$ cat config.mk
export PLATFORM = sky130hd
export DESIGN_NAME = intra16_mode_picker
export DESIGN_NICKNAME = d
export VERILOG_FILES = /design/src/rtl/i16sel_pkg.sv /design/src/rtl/i16sel_ctrl.sv /design/src/rtl/i16sel_datapath.sv /design/src/rtl/intra16_mode_picker.sv
export SDC_FILE = /design/constraint.sdc
export NUM_CORES = 2
export LEC_CHECK = 0
export BUFFER_PORTS_ARGS = -buffer_cell sky130_fd_sc_hd__buf_2
export CORE_ASPECT_RATIO = 0.7
export CORE_MARGIN = 2
export CORE_UTILIZATION = 50
export DETAILED_ROUTE_END_ITERATION = 7
export PLACE_DENSITY = 0.77
export SKIP_LAST_GASP = 1
export SYNTH_ARGS = -nofsm -noshare
export SYNTH_HDL_FRONTEND = slang
export SYNTH_HIERARCHICAL = 1
export SYNTH_SLANG_ARGS = --single-unit
$ cat constraint.sdc
create_clock -name clk -period 18.2 [get_ports clk]
set_clock_uncertainty 0.15 [all_clocks]
set_input_delay 0.91 -clock clk [delete_from_list [all_inputs] [get_ports clk]]
set_output_delay 0.91 -clock clk [all_outputs]
set_load 0.03 [all_outputs]
$ cat src/rtl/i16sel_pkg.sv
package i16sel_pkg;
  localparam int PIX_W      = 8;
  localparam int BLK_DIM    = 16;
  localparam int LOG_DIM    = $clog2(BLK_DIM);
  localparam int ROW_W      = PIX_W * BLK_DIM;
  localparam int NBR_CNT    = 2 * BLK_DIM + 1;
  localparam int NBR_W      = NBR_CNT * PIX_W;
  localparam int NBR_IDX_W  = $clog2(NBR_CNT);
  localparam int ROW_SAD_W  = PIX_W + LOG_DIM;
  localparam int SAD_W      = PIX_W + 2 * LOG_DIM + 1;
  localparam int EDGE_SUM_W = PIX_W + LOG_DIM + 2;
  localparam int COST_W     = 31;
  localparam int FLAG_W     = 3;
  localparam int TOP_BASE   = BLK_DIM + 1;
  localparam int AV_LEFT    = 0;
  localparam int AV_TOP     = 2;
  localparam int EN_VERT    = 0;
  localparam int EN_HORZ    = 1;
  localparam int EN_DC      = 2;
  localparam logic [COST_W-1:0] SENT_COST = COST_W'(1) << (COST_W - 1);
  localparam logic [COST_W-1:0] MAX_SAD   = COST_W'(BLK_DIM * BLK_DIM * ((1 << PIX_W) - 1));

  typedef enum logic [1:0] {
    MODE_VERT = 2'd0,
    MODE_HORZ = 2'd1,
    MODE_DC   = 2'd2
  } predMode_t;

  typedef enum logic [1:0] {
    ST_IDLE,
    ST_COLLECT,
    ST_DECIDE,
    ST_EMIT
  } seqState_t;

  typedef struct packed {
    logic               load;
    logic               accum;
    logic               decide;
    logic [LOG_DIM-1:0] rowIdx;
  } dpStrobe_t;
endpackage

$ cat src/rtl/i16sel_ctrl.sv
module i16sel_ctrl
  import i16sel_pkg::*;
(
  input  logic      clk,
  input  logic      rstN,
  input  logic      start,
  input  logic      inValid,
  input  logic      outReady,
  output dpStrobe_t strobes,
  output logic      inReady,
  output logic      decisionValid,
  output logic      outValid,
  output logic      outLast
);
  localparam logic [LOG_DIM-1:0] LAST_IDX = LOG_DIM'(BLK_DIM - 1);

  seqState_t          state;
  logic [LOG_DIM-1:0] cnt;

  always_comb begin
    inReady        = (state == ST_COLLECT);
    outValid       = (state == ST_EMIT);
    decisionValid  = outValid;
    outLast        = outValid && (cnt == LAST_IDX);
    strobes.load   = (state == ST_IDLE) && start;
    strobes.accum  = inValid && inReady;
    strobes.decide = (state == ST_DECIDE);
    strobes.rowIdx = cnt;
  end

  always_ff @(posedge clk or negedge rstN) begin
    if (!rstN) begin
      state <= ST_IDLE;
      cnt   <= '0;
    end else begin
      case (state)
        ST_IDLE: begin
          if (start) begin
            state <= ST_COLLECT;
            cnt   <= '0;
          end
        end
        ST_COLLECT: begin
          if (inValid) begin
            cnt <= cnt + 1'b1;
            if (cnt == LAST_IDX) state <= ST_DECIDE;
          end
        end
        ST_DECIDE: state <= ST_EMIT;
        ST_EMIT: begin
          if (outReady) begin
            cnt <= cnt + 1'b1;
            if (cnt == LAST_IDX) state <= ST_IDLE;
          end
        end
        default: state <= ST_IDLE;
      endcase
    end
  end

  // a start seen while emitting never begins a new intake
  p_busy_start_r11: assert property (@(posedge clk) disable iff (!rstN)
    (state == ST_EMIT && start) |=> (state != ST_COLLECT));

  // no row taken means the row counter holds
  p_row_hold_r1: assert property (@(posedge clk) disable iff (!rstN)
    (state == ST_COLLECT && !inValid) |=> (state == ST_COLLECT) && $stable(cnt));
endmodule

$ cat src/rtl/i16sel_datapath.sv
module i16sel_datapath
  import i16sel_pkg::*;
(
  input  logic              clk,
  input  logic              rstN,
  input  dpStrobe_t         strobes,
  input  logic [NBR_W-1:0]  nbrBuf,
  input  logic [FLAG_W-1:0] availFlags,
  input  logic [FLAG_W-1:0] modeMask,
  input  logic [ROW_W-1:0]  inRow,
  output logic [1:0]        modeCode,
  output logic [COST_W-1:0] minCost,
  output logic [ROW_W-1:0]  outRow
);
  logic [NBR_W-1:0]  nbrVecQ;
  logic [FLAG_W-1:0] availQ, maskQ;
  logic [SAD_W-1:0]  sadV, sadH, sadD;
  predMode_t         modeQ;
  logic [COST_W-1:0] costQ;

  always_ff @(posedge clk or negedge rstN) begin
    if (!rstN) begin
      nbrVecQ <= '0;
      availQ  <= '0;
      maskQ   <= '0;
    end else if (strobes.load) begin
      nbrVecQ <= nbrBuf;
      availQ  <= availFlags;
      maskQ   <= modeMask;
    end
  end

  function automatic logic [PIX_W-1:0] absDiff(input logic [PIX_W-1:0] a, input logic [PIX_W-1:0] b);
    return (a > b) ? (a - b) : (b - a);
  endfunction

  // DC value from the latched edges
  logic [EDGE_SUM_W-1:0] leftSum, topSum, dcSum, dcShifted;
  logic [1:0]            edgeCnt;
  logic                  useLeft, useTop;
  logic [PIX_W-1:0]      dcVal;

  always_comb begin
    leftSum = '0;
    topSum  = '0;
    for (int i = 0; i < BLK_DIM; i++) begin
      leftSum = leftSum + EDGE_SUM_W'(nbrVecQ[i*PIX_W +: PIX_W]);
      topSum  = topSum + EDGE_SUM_W'(nbrVecQ[(TOP_BASE+i)*PIX_W +: PIX_W]);
    end
    useLeft   = availQ[AV_LEFT];
    useTop    = availQ[AV_TOP];
    edgeCnt   = {1'b0, useLeft} + {1'b0, useTop};
    dcSum     = (useLeft ? leftSum : '0) + (useTop ? topSum : '0)
              + (EDGE_SUM_W'(edgeCnt) << (LOG_DIM - 1));
    dcShifted = dcSum >> (LOG_DIM - 1 + int'(edgeCnt));
    if (availQ == '0) dcVal = PIX_W'(1 << (PIX_W - 1));
    else              dcVal = dcShifted[PIX_W-1:0];
  end

  // Left pixel beside the current row (stored bottom-up)
  logic [NBR_IDX_W-1:0] leftIdx;
  logic [PIX_W-1:0]     leftPix;
  assign leftIdx = NBR_IDX_W'(BLK_DIM - 1) - NBR_IDX_W'(strobes.rowIdx);
  assign leftPix = nbrVecQ[leftIdx*PIX_W +: PIX_W];

  logic [PIX_W-1:0] diffV [BLK_DIM];
  logic [PIX_W-1:0] diffH [BLK_DIM];
  logic [PIX_W-1:0] diffD [BLK_DIM];

  for (genvar col = 0; col < BLK_DIM; col++) begin : g_col
    logic [PIX_W-1:0] srcPix, topPix;
    assign srcPix     = inRow[col*PIX_W +: PIX_W];
    assign topPix     = nbrVecQ[(TOP_BASE+col)*PIX_W +: PIX_W];
    assign diffV[col] = absDiff(srcPix, topPix);
    assign diffH[col] = absDiff(srcPix, leftPix);
    assign diffD[col] = absDiff(srcPix, dcVal);
    assign outRow[col*PIX_W +: PIX_W] = (modeQ == MODE_VERT) ? topPix :
                                        (modeQ == MODE_HORZ) ? leftPix : dcVal;
  end

  logic [ROW_SAD_W-1:0] rowV, rowH, rowD;
  always_comb begin
    rowV = '0;
    rowH = '0;
    rowD = '0;
    for (int c = 0; c < BLK_DIM; c++) begin
      rowV = rowV + ROW_SAD_W'(diffV[c]);
      rowH = rowH + ROW_SAD_W'(diffH[c]);
      rowD = rowD + ROW_SAD_W'(diffD[c]);
    end
  end

  always_ff @(posedge clk or negedge rstN) begin
    if (!rstN) begin
      sadV <= '0;
      sadH <= '0;
      sadD <= '0;
    end else if (strobes.load) begin
      sadV <= '0;
      sadH <= '0;
      sadD <= '0;
    end else if (strobes.accum) begin
      sadV <= sadV + SAD_W'(rowV);
      sadH <= sadH + SAD_W'(rowH);
      sadD <= sadD + SAD_W'(rowD);
    end
  end

  // Cost gating and fixed-order selection
  logic [COST_W-1:0] costV, costH, costD, bestCost;
  predMode_t         bestMode;
  always_comb begin
    costV = maskQ[EN_VERT] ? COST_W'(sadV) : SENT_COST;
    costH = maskQ[EN_HORZ] ? COST_W'(sadH) : SENT_COST;
    costD = maskQ[EN_DC]   ? COST_W'(sadD) : SENT_COST;
    if (costV <= costH && costV <= costD) begin
      bestMode = MODE_VERT;
      bestCost = costV;
    end else if (costH <= costD) begin
      bestMode = MODE_HORZ;
      bestCost = costH;
    end else begin
      bestMode = MODE_DC;
      bestCost = costD;
    end
  end

  always_ff @(posedge clk or negedge rstN) begin
    if (!rstN) begin
      modeQ <= MODE_VERT;
      costQ <= '0;
    end else if (strobes.decide) begin
      modeQ <= bestMode;
      costQ <= bestCost;
    end
  end

  assign modeCode = modeQ;
  assign minCost  = costQ;

  // accumulators start every tile from zero
  p_accum_clear_r6: assert property (@(posedge clk) disable iff (!rstN)
    strobes.load |=> (sadV == '0) && (sadH == '0) && (sadD == '0));

  // a recorded cost is either a real SAD or the sentinel
  p_cost_range_r6: assert property (@(posedge clk) disable iff (!rstN)
    strobes.decide |=> (costQ == SENT_COST) || (costQ <= MAX_SAD));

  // with any mode enabled, the chosen one is enabled
  p_mode_enabled_r7: assert property (@(posedge clk) disable iff (!rstN)
    (strobes.decide && maskQ != '0) |=> maskQ[modeCode]);
endmodule

$ cat src/rtl/intra16_mode_picker.sv
module intra16_mode_picker
  import i16sel_pkg::*;
(
  input  logic              clk,
  input  logic              rstN,
  input  logic              start,
  input  logic [NBR_W-1:0]  nbrBuf,
  input  logic [FLAG_W-1:0] availFlags,
  input  logic [FLAG_W-1:0] modeMask,
  input  logic              inValid,
  output logic              inReady,
  input  logic [ROW_W-1:0]  inRow,
  output logic              decisionValid,
  output logic [1:0]        modeCode,
  output logic [COST_W-1:0] minCost,
  output logic              outValid,
  input  logic              outReady,
  output logic [ROW_W-1:0]  outRow,
  output logic              outLast
);
  dpStrobe_t strobes;

  i16sel_ctrl u_ctrl (
    .clk           (clk),
    .rstN          (rstN),
    .start         (start),
    .inValid       (inValid),
    .outReady      (outReady),
    .strobes       (strobes),
    .inReady       (inReady),
    .decisionValid (decisionValid),
    .outValid      (outValid),
    .outLast       (outLast)
  );

  i16sel_datapath u_dp (
    .clk        (clk),
    .rstN       (rstN),
    .strobes    (strobes),
    .nbrBuf     (nbrBuf),
    .availFlags (availFlags),
    .modeMask   (modeMask),
    .inRow      (inRow),
    .modeCode   (modeCode),
    .minCost    (minCost),
    .outRow     (outRow)
  );

  // a stalled prediction row holds
  p_out_hold_r10: assert property (@(posedge clk) disable iff (!rstN)
    (outValid && !outReady) |=> outValid && $stable(outRow) && $stable(outLast));

  // the last marker only accompanies a valid row
  p_last_valid_r10: assert property (@(posedge clk) disable iff (!rstN)
    outLast |-> outValid);

  // the decision holds until the final row is taken
  p_decision_hold_r9: assert property (@(posedge clk) disable iff (!rstN)
    (decisionValid && !(outLast && outReady)) |=>
      decisionValid && $stable(modeCode) && $stable(minCost));

  // intake and emission never overlap
  p_no_overlap_r1: assert property (@(posedge clk) disable iff (!rstN)
    inReady |-> !outValid);
endmodule

* Word level (Yosys, flattened, before mapping)
Cells that the tools add are included.
** Storage, ports and cells
- Output and inout bits :: 165
- Bits in registers :: 360
- Logic and storage cells :: 355
- Input port bits :: 403
** Cells by class
- Equal/unequal tests :: 10
- Reduce and logical (&&, ||, !) cells :: 11
- Magnitude comparators :: 51
- Add/subtract/negate cells :: 180
- Muxes and demuxes :: 91
- Shift-type cells :: 2
** Operators by type and width (count)
- $sub A8 B8 Y8 :: 96
- $mux W8 :: 66
- $add A12 B8 Y12 :: 42
- $add A14 B8 Y14 :: 28
- $gt A8 B8 Y1 :: 48
- $shiftx A264 B10 Y8 :: 1
- $mux W31 :: 5
- $mux W17 :: 6
- $le A31 B31 Y1 :: 3
- $add A17 B12 Y17 :: 3
- $add A8 B8 Y9 :: 5
- $shr A14 B32 Y8 :: 1
- $mux W14 :: 2
- $add A14 B14 Y14 :: 1
- $add A14 B5 Y14 :: 1
- $mux W2 :: 7
- $mux W4 :: 3
- $pmux W4 S3 :: 1
- $pmux W2 S4 :: 1
- $ne A2 B1 Y1 const B :: 3
- $reduce_and A5 Y1 :: 1
- $sub A4 B4 Y5 const A :: 1
- $add A4 B1 Y4 const B :: 1
- $eq A2 B1 Y1 const B :: 2
- other kinds (11) :: 17

* Depth between registers and ports, before layout
- Depth in word-level cells :: 40
- Gate-level depth with buffers :: 66

* Cells and area by module
The synthesis kept the hierarchy.
** By module, submodules not included
- i16sel_datapath :: area each 63465.9 um^2, times used 1, cells an instance 6892, sequential area each 8333.0 um^2
- i16sel_ctrl :: area each 447.9 um^2, times used 1, cells an instance 44, sequential area each 150.1 um^2

* Worst setup path after synthesis
OpenSTA, ideal clock, no wires.
- Path kind :: register to register
- From :: register u_dp.nbrVecQ[1]
- To :: register u_dp.sadD[15]
- Slack :: 1632 ps
- Setup time :: 132 ps
- Arrival time :: 16287 ps
- Cell stages (with the launch flop) :: 52
- Cell sequence :: dfrtp_1 -> inv_1 -> fa_1 -> inv_1 -> fa_1 -> ha_1 -> fa_1 -> fa_1 -> inv_1 -> fa_1 -> inv_1 -> fa_1 -> fa_1 -> ha_1 -> fa_1 -> nand2_1 -> fa_1 -> inv_1 -> [16 not listed] -> o21ai_0 -> nor2_1 -> xnor2_1 -> fa_1 -> fa_1 -> fa_1 -> fa_1 -> fa_1 -> inv_1 -> fa_1 -> inv_1 -> ha_1 -> a2111oi_0 -> nor3_1 -> o311a_1 -> o211ai_1 -> xor2_1 -> nor2_1
** Between the ends
- Longest elaborated chain between the ends :: 40
- Elaborated cells on any way between the ends :: 102
** RTL lines
- from (decl) :: RTL line i16sel_datapath.sv:15 : logic [NBR_W-1:0] nbrVecQ;
- from (signal assigned) :: RTL line i16sel_datapath.sv:27 : nbrVecQ <= nbrBuf;
- $add A8 B8 Y9 * :: RTL line i16sel_datapath.sv:47 : leftSum = leftSum + EDGE_SUM_W'(nbrVecQ[i*PIX_W +: PIX_W]);
- $add A14 B8 Y14 * (14 in a row) :: RTL line i16sel_datapath.sv:47
- $mux W14 * :: RTL line i16sel_datapath.sv:53 : dcSum = (useLeft ? leftSum : '0) + (useTop ? topSum : '0)
- $add A14 B14 Y14 * :: RTL line i16sel_datapath.sv:53
- $add A14 B5 Y14 * :: RTL line i16sel_datapath.sv:54 : + (EDGE_SUM_W'(edgeCnt) << (LOG_DIM - 1));
- $shr A14 B32 Y8 * :: RTL line i16sel_datapath.sv:55 : dcShifted = dcSum >> (LOG_DIM - 1 + int'(edgeCnt));
- $mux W8 * :: RTL line i16sel_datapath.sv:56 : if (availQ == '0) dcVal = PIX_W'(1 << (PIX_W - 1));
- $sub A8 B8 Y8 or $gt A8 B8 Y1 (tied branches) :: RTL line i16sel_datapath.sv:34 : return (a > b) ? (a - b) : (b - a);
- $mux W8 :: RTL line i16sel_datapath.sv:34
- $add A8 B8 Y9 :: RTL line i16sel_datapath.sv:89 : rowD = rowD + ROW_SAD_W'(diffD[c]);
- $add A12 B8 Y12 (13 in a row) :: RTL line i16sel_datapath.sv:89
- $add A12 B8 Y12 * :: RTL line i16sel_datapath.sv:89
- $add A17 B12 Y17 * :: RTL line i16sel_datapath.sv:105 : sadD <= sadD + SAD_W'(rowD);
- $mux W17 * :: RTL line i16sel_datapath.sv:102 : end else if (strobes.accum) begin
- $mux W17 * :: RTL line i16sel_datapath.sv:98 : end else if (strobes.load) begin
- to (signal assigned) :: RTL line i16sel_datapath.sv:105
- to (decl) :: RTL line i16sel_datapath.sv:17 : logic [SAD_W-1:0] sadV, sadH, sadD;
Mark *: on every way between the ends. The rest lies on a longest branch, timed or not. The select of a mux whose other input is x is not followed.
A chain may end at the register's enable or synchronous reset.

* Worst setup path in the final report
- From :: register u_dp.nbrVecQ[137]
- To :: register u_dp.sadD[14]
** Between the ends
- Longest elaborated chain between the ends :: 40
- Elaborated cells on any way between the ends :: 102
** RTL lines
- $add A8 B8 Y9 * :: RTL line i16sel_datapath.sv:48 : topSum = topSum + EDGE_SUM_W'(nbrVecQ[(TOP_BASE+i)*PIX_W +: PIX_W]);
- $add A14 B8 Y14 * (14 in a row) :: RTL line i16sel_datapath.sv:48
- $mux W14 * :: RTL line i16sel_datapath.sv:53
- $add A14 B14 Y14 * :: RTL line i16sel_datapath.sv:53
- $add A14 B5 Y14 * :: RTL line i16sel_datapath.sv:54
- $shr A14 B32 Y8 * :: RTL line i16sel_datapath.sv:55
- $mux W8 * :: RTL line i16sel_datapath.sv:56
- $sub A8 B8 Y8 or $gt A8 B8 Y1 (tied branches) :: RTL line i16sel_datapath.sv:34
- $mux W8 :: RTL line i16sel_datapath.sv:34
- $add A8 B8 Y9 :: RTL line i16sel_datapath.sv:89
- $add A12 B8 Y12 (13 in a row) :: RTL line i16sel_datapath.sv:89
- $add A12 B8 Y12 * :: RTL line i16sel_datapath.sv:89
- $add A17 B12 Y17 * :: RTL line i16sel_datapath.sv:105
- $mux W17 * :: RTL line i16sel_datapath.sv:102
- $mux W17 * :: RTL line i16sel_datapath.sv:98
Marks and branches as above.

==> results.yml <==
floorplanning:
  dieArea_um2: 131000
  fp.coreArea_um2: 127000
  die_y_um: 303
  die_x_um: 431
  ios: 568
  initial_core_util: 0.505
  rows: 109
logic_synthesis:
  synth_seq_cells: 339
  synth_top_family_by_area: "adder cells"
  synth_xor_xnor_area_share: 0.0463
  yosys.area_share.simple: 0.102
  syn_inst: 6936
  async_flop_share: 1.00
  synth_cell_types: 96
  synthMuxAreaShare: 0.0952
  synth_edf_count: 0
  yosys.area_share.adder: 0.391
  synth-seq-area-share: 0.133
  syn-mean-instance-area_um2: 9.21
  syn_area_um2: 63900
  synthTopCellsByArea: "fa_1 (20%), ha_1 (19%), dfrtp_1 (13%)"
  synth_top_cell_by_area: "fa_1"
  yosysWarningCount: 6
  synth_commonest_cells: "inv_1 (1063), ha_1 (957), fa_1 (649), nand2_1 (410), o21ai_0 (379)"
  synth_ff_type: "dfrtp_1"
  yosysMostFrequentCell: "inv_1"
  synth_compound_area_frac: 0.157
  yosysTopAreaCellShare: 0.203
global_route:
  grt_pass1_wl_um: 370000
  grt_overflow: 0
  grt_util_all_layers: 0.387
  grt_pass1_vias: 54500
  antenna_found_initial: 15
  grt_max_degree: 125
drt:
  vias: 56400
  detail_route.wl_per_cell_um: 28.3
  wirelength_um: 258000
  firstDrtPassIters: 6
  viasPerCell: 6.18
  ant_nets: 0
  drc: 0
  dr.first_iter.drc_count: 6913
timing:
  finalSetupViolCount: 0
  hold_ws_ns: 0.175
  max_freq_ghz: 0.0567
  setup_tns_ns: 0
  rsz0062_at_grt: "no"
  period_share: 0.970
  worstMarginPinSlew_ns: 1.31
  slew_headroom: 0.120
  period_needed_ns: 17.65
  final-hold-violation-count: 0
  slew_viol_final: 0
setup_path:
  cpLargestDelayFamily: "adder cells"
  crit_path_top_delay_cell: "fa_1"
  cp-start-kind: "flip-flop"
  cp.depth: 62
  cp_common_cell: "fa_1"
  crit_fanout: 10
  slowest_delay_ns: 0.60
  cp-end-kind: "flip-flop"
  critical_path_buf_inv_count: 9
  crit_arrival_ns: 18.09
  crit_type: "reg2reg"
  cp.required_ns: 18.64
  r2r_cells: 62
clock_tree:
  ctsHoldBuffers: 0
  clockBufferDepth: 3
  cts_sinks: 339
  clk_pin_slew_ns: 0.07
  cts_buffers: 41
  insertion_delay_ns: 0.66
  cts_tree: "yes"
  htree_levels: 2
  cts_root_buffer: "clkbuf_16"
placement:
  io_buffer_count: 546
  numPlacedInstances: 9038
  gp_congestion: 1.09
  placed_area_um2: 68800
  dp_hpwl_um: 213000
cells_and_area:
  stdcell_count: 9120
  regArea_um2: 8490
  layout-drive-gt1-share: 0.143
  synthToLayoutAreaGrowth_pct: 9.85
  finalInstanceArea_um2: 70200
  fillers: 11400
  fin_nets: 9427
  multi_input_area_um2: 50700
min_path:
  hold_class: "in2async"
run:
  maxCapViolCount: 0
run_status:
  outcome: "complete, no violations"
repair_timing:
action,CTS,global route
setup buffers,0,2
gates resized for setup,0,7
endpoints found under the setup margin,0,8
through the flow:
step,setup WS [ns],util
detailed placement,0.416,0.543
finish,0.551,0.555
global route,0.0233,0.555
floorplan,1.63,-
CTS,0.333,0.554
global placement,0.568,0.543
final cells by class:
| cell class | instances | share of cell area |
|---|---|---|
| Tap cell | 1665 | 0.0297 |
| Clock buffer | 49 | 0.0158 |
| Antenna cell | 6 | 0.000214 |
| Inverter | 1064 | 0.0570 |
| Sequential cell | 339 | 0.121 |
| Clock inverter | 25 | 0.00394 |
| Timing Repair Buffer | 649 | 0.0506 |
| Multi-Input combinational cell | 5323 | 0.722 |
state kept, by name, summed over array words and instances (netlist names):
signal and cells:
u_dp/nbrVecQ 256, u_dp/minCost 18, u_dp/sadD 17, u_dp/sadH 17, u_dp/sadV 17, u_ctrl/cnt 4, u_dp/availQ 3, u_dp/maskQ 3
u_ctrl/state 2, u_dp/modeCode 2
per-layer routing:
metal,global-route usage,routed length [um],up-vias
met5,0,103,-
met4,0.173,13500,14
met3,0.104,30700,517
met2,0.560,108000,3157
met1,0.543,106000,28000
li1,-,-,24700
worst paths after layout:
kind / start / endpoint / slack, ns
hold reg to reg: u_dp/maskQ[2] / u_dp/maskQ[2] / 0.36
setup / recovery: u_dp/nbrVecQ[137] / u_dp/sadD[14] / 0.55
setup reg to reg: u_dp/nbrVecQ[137] / u_dp/sadD[14] / 0.55
hold / removal: rstN / u_dp/nbrVecQ[87] / 0.17
max in group asynchronous: rstN / u_dp/nbrVecQ[239] / 15.02
min in group clk: nbrBuf[142] / u_dp/nbrVecQ[142] / 0.29
worst register-to-register path, delay by kind of cell (launching register included):
kind	cells	cell delay [ns]
multiplexers	2	0.80
adder cells (fa/ha/maj)	18	7.47
flip-flops	1	0.41
buffers and inverters	9	0.83
AO/OA/AOI/OAI	16	3.97
XOR/XNOR	3	0.95
AND/OR/NAND/NOR	14	2.96
cell usage in the layout, fill, tap and decap left out, drive strengths merged, types with 20 or more instances in the layout:
cell	synthesis	routed
o211ai	25	25
xor2	122	122
a221o	21	21
mux4	40	40
and2	55	55
mux2	197	197
nor2b	97	97
o21bai	64	64
nor3	86	86
a211oi	49	49
or2	26	26
o21ai	388	388
o31ai	30	30
dfrtp	339	339
and3	23	23
nand4	115	115
or3	23	23
nand2	410	410
a221oi	40	40
a311oi	20	20
o22ai	20	20
xnor2	216	216
nand2b	59	59
buf	36	649
fa	649	649
ha	957	957
nor2	227	227
clkbuf	186	49
nand3	96	96
mux2i	296	296
a21oi	367	367
inv	1063	1064
a21o	278	278
a31oi	68	68
cells by family after synthesis:
logic type      Yosys count
buf+inv                1286
fa+ha+maj              1606
xor+xnor                338
flops                   339
simple gates           1298
compound gates         1535
mux                     533
other cells               1
Power is not shown: default switching activity piles up to over one toggle a cycle in this logic, so the estimate is an artifact.
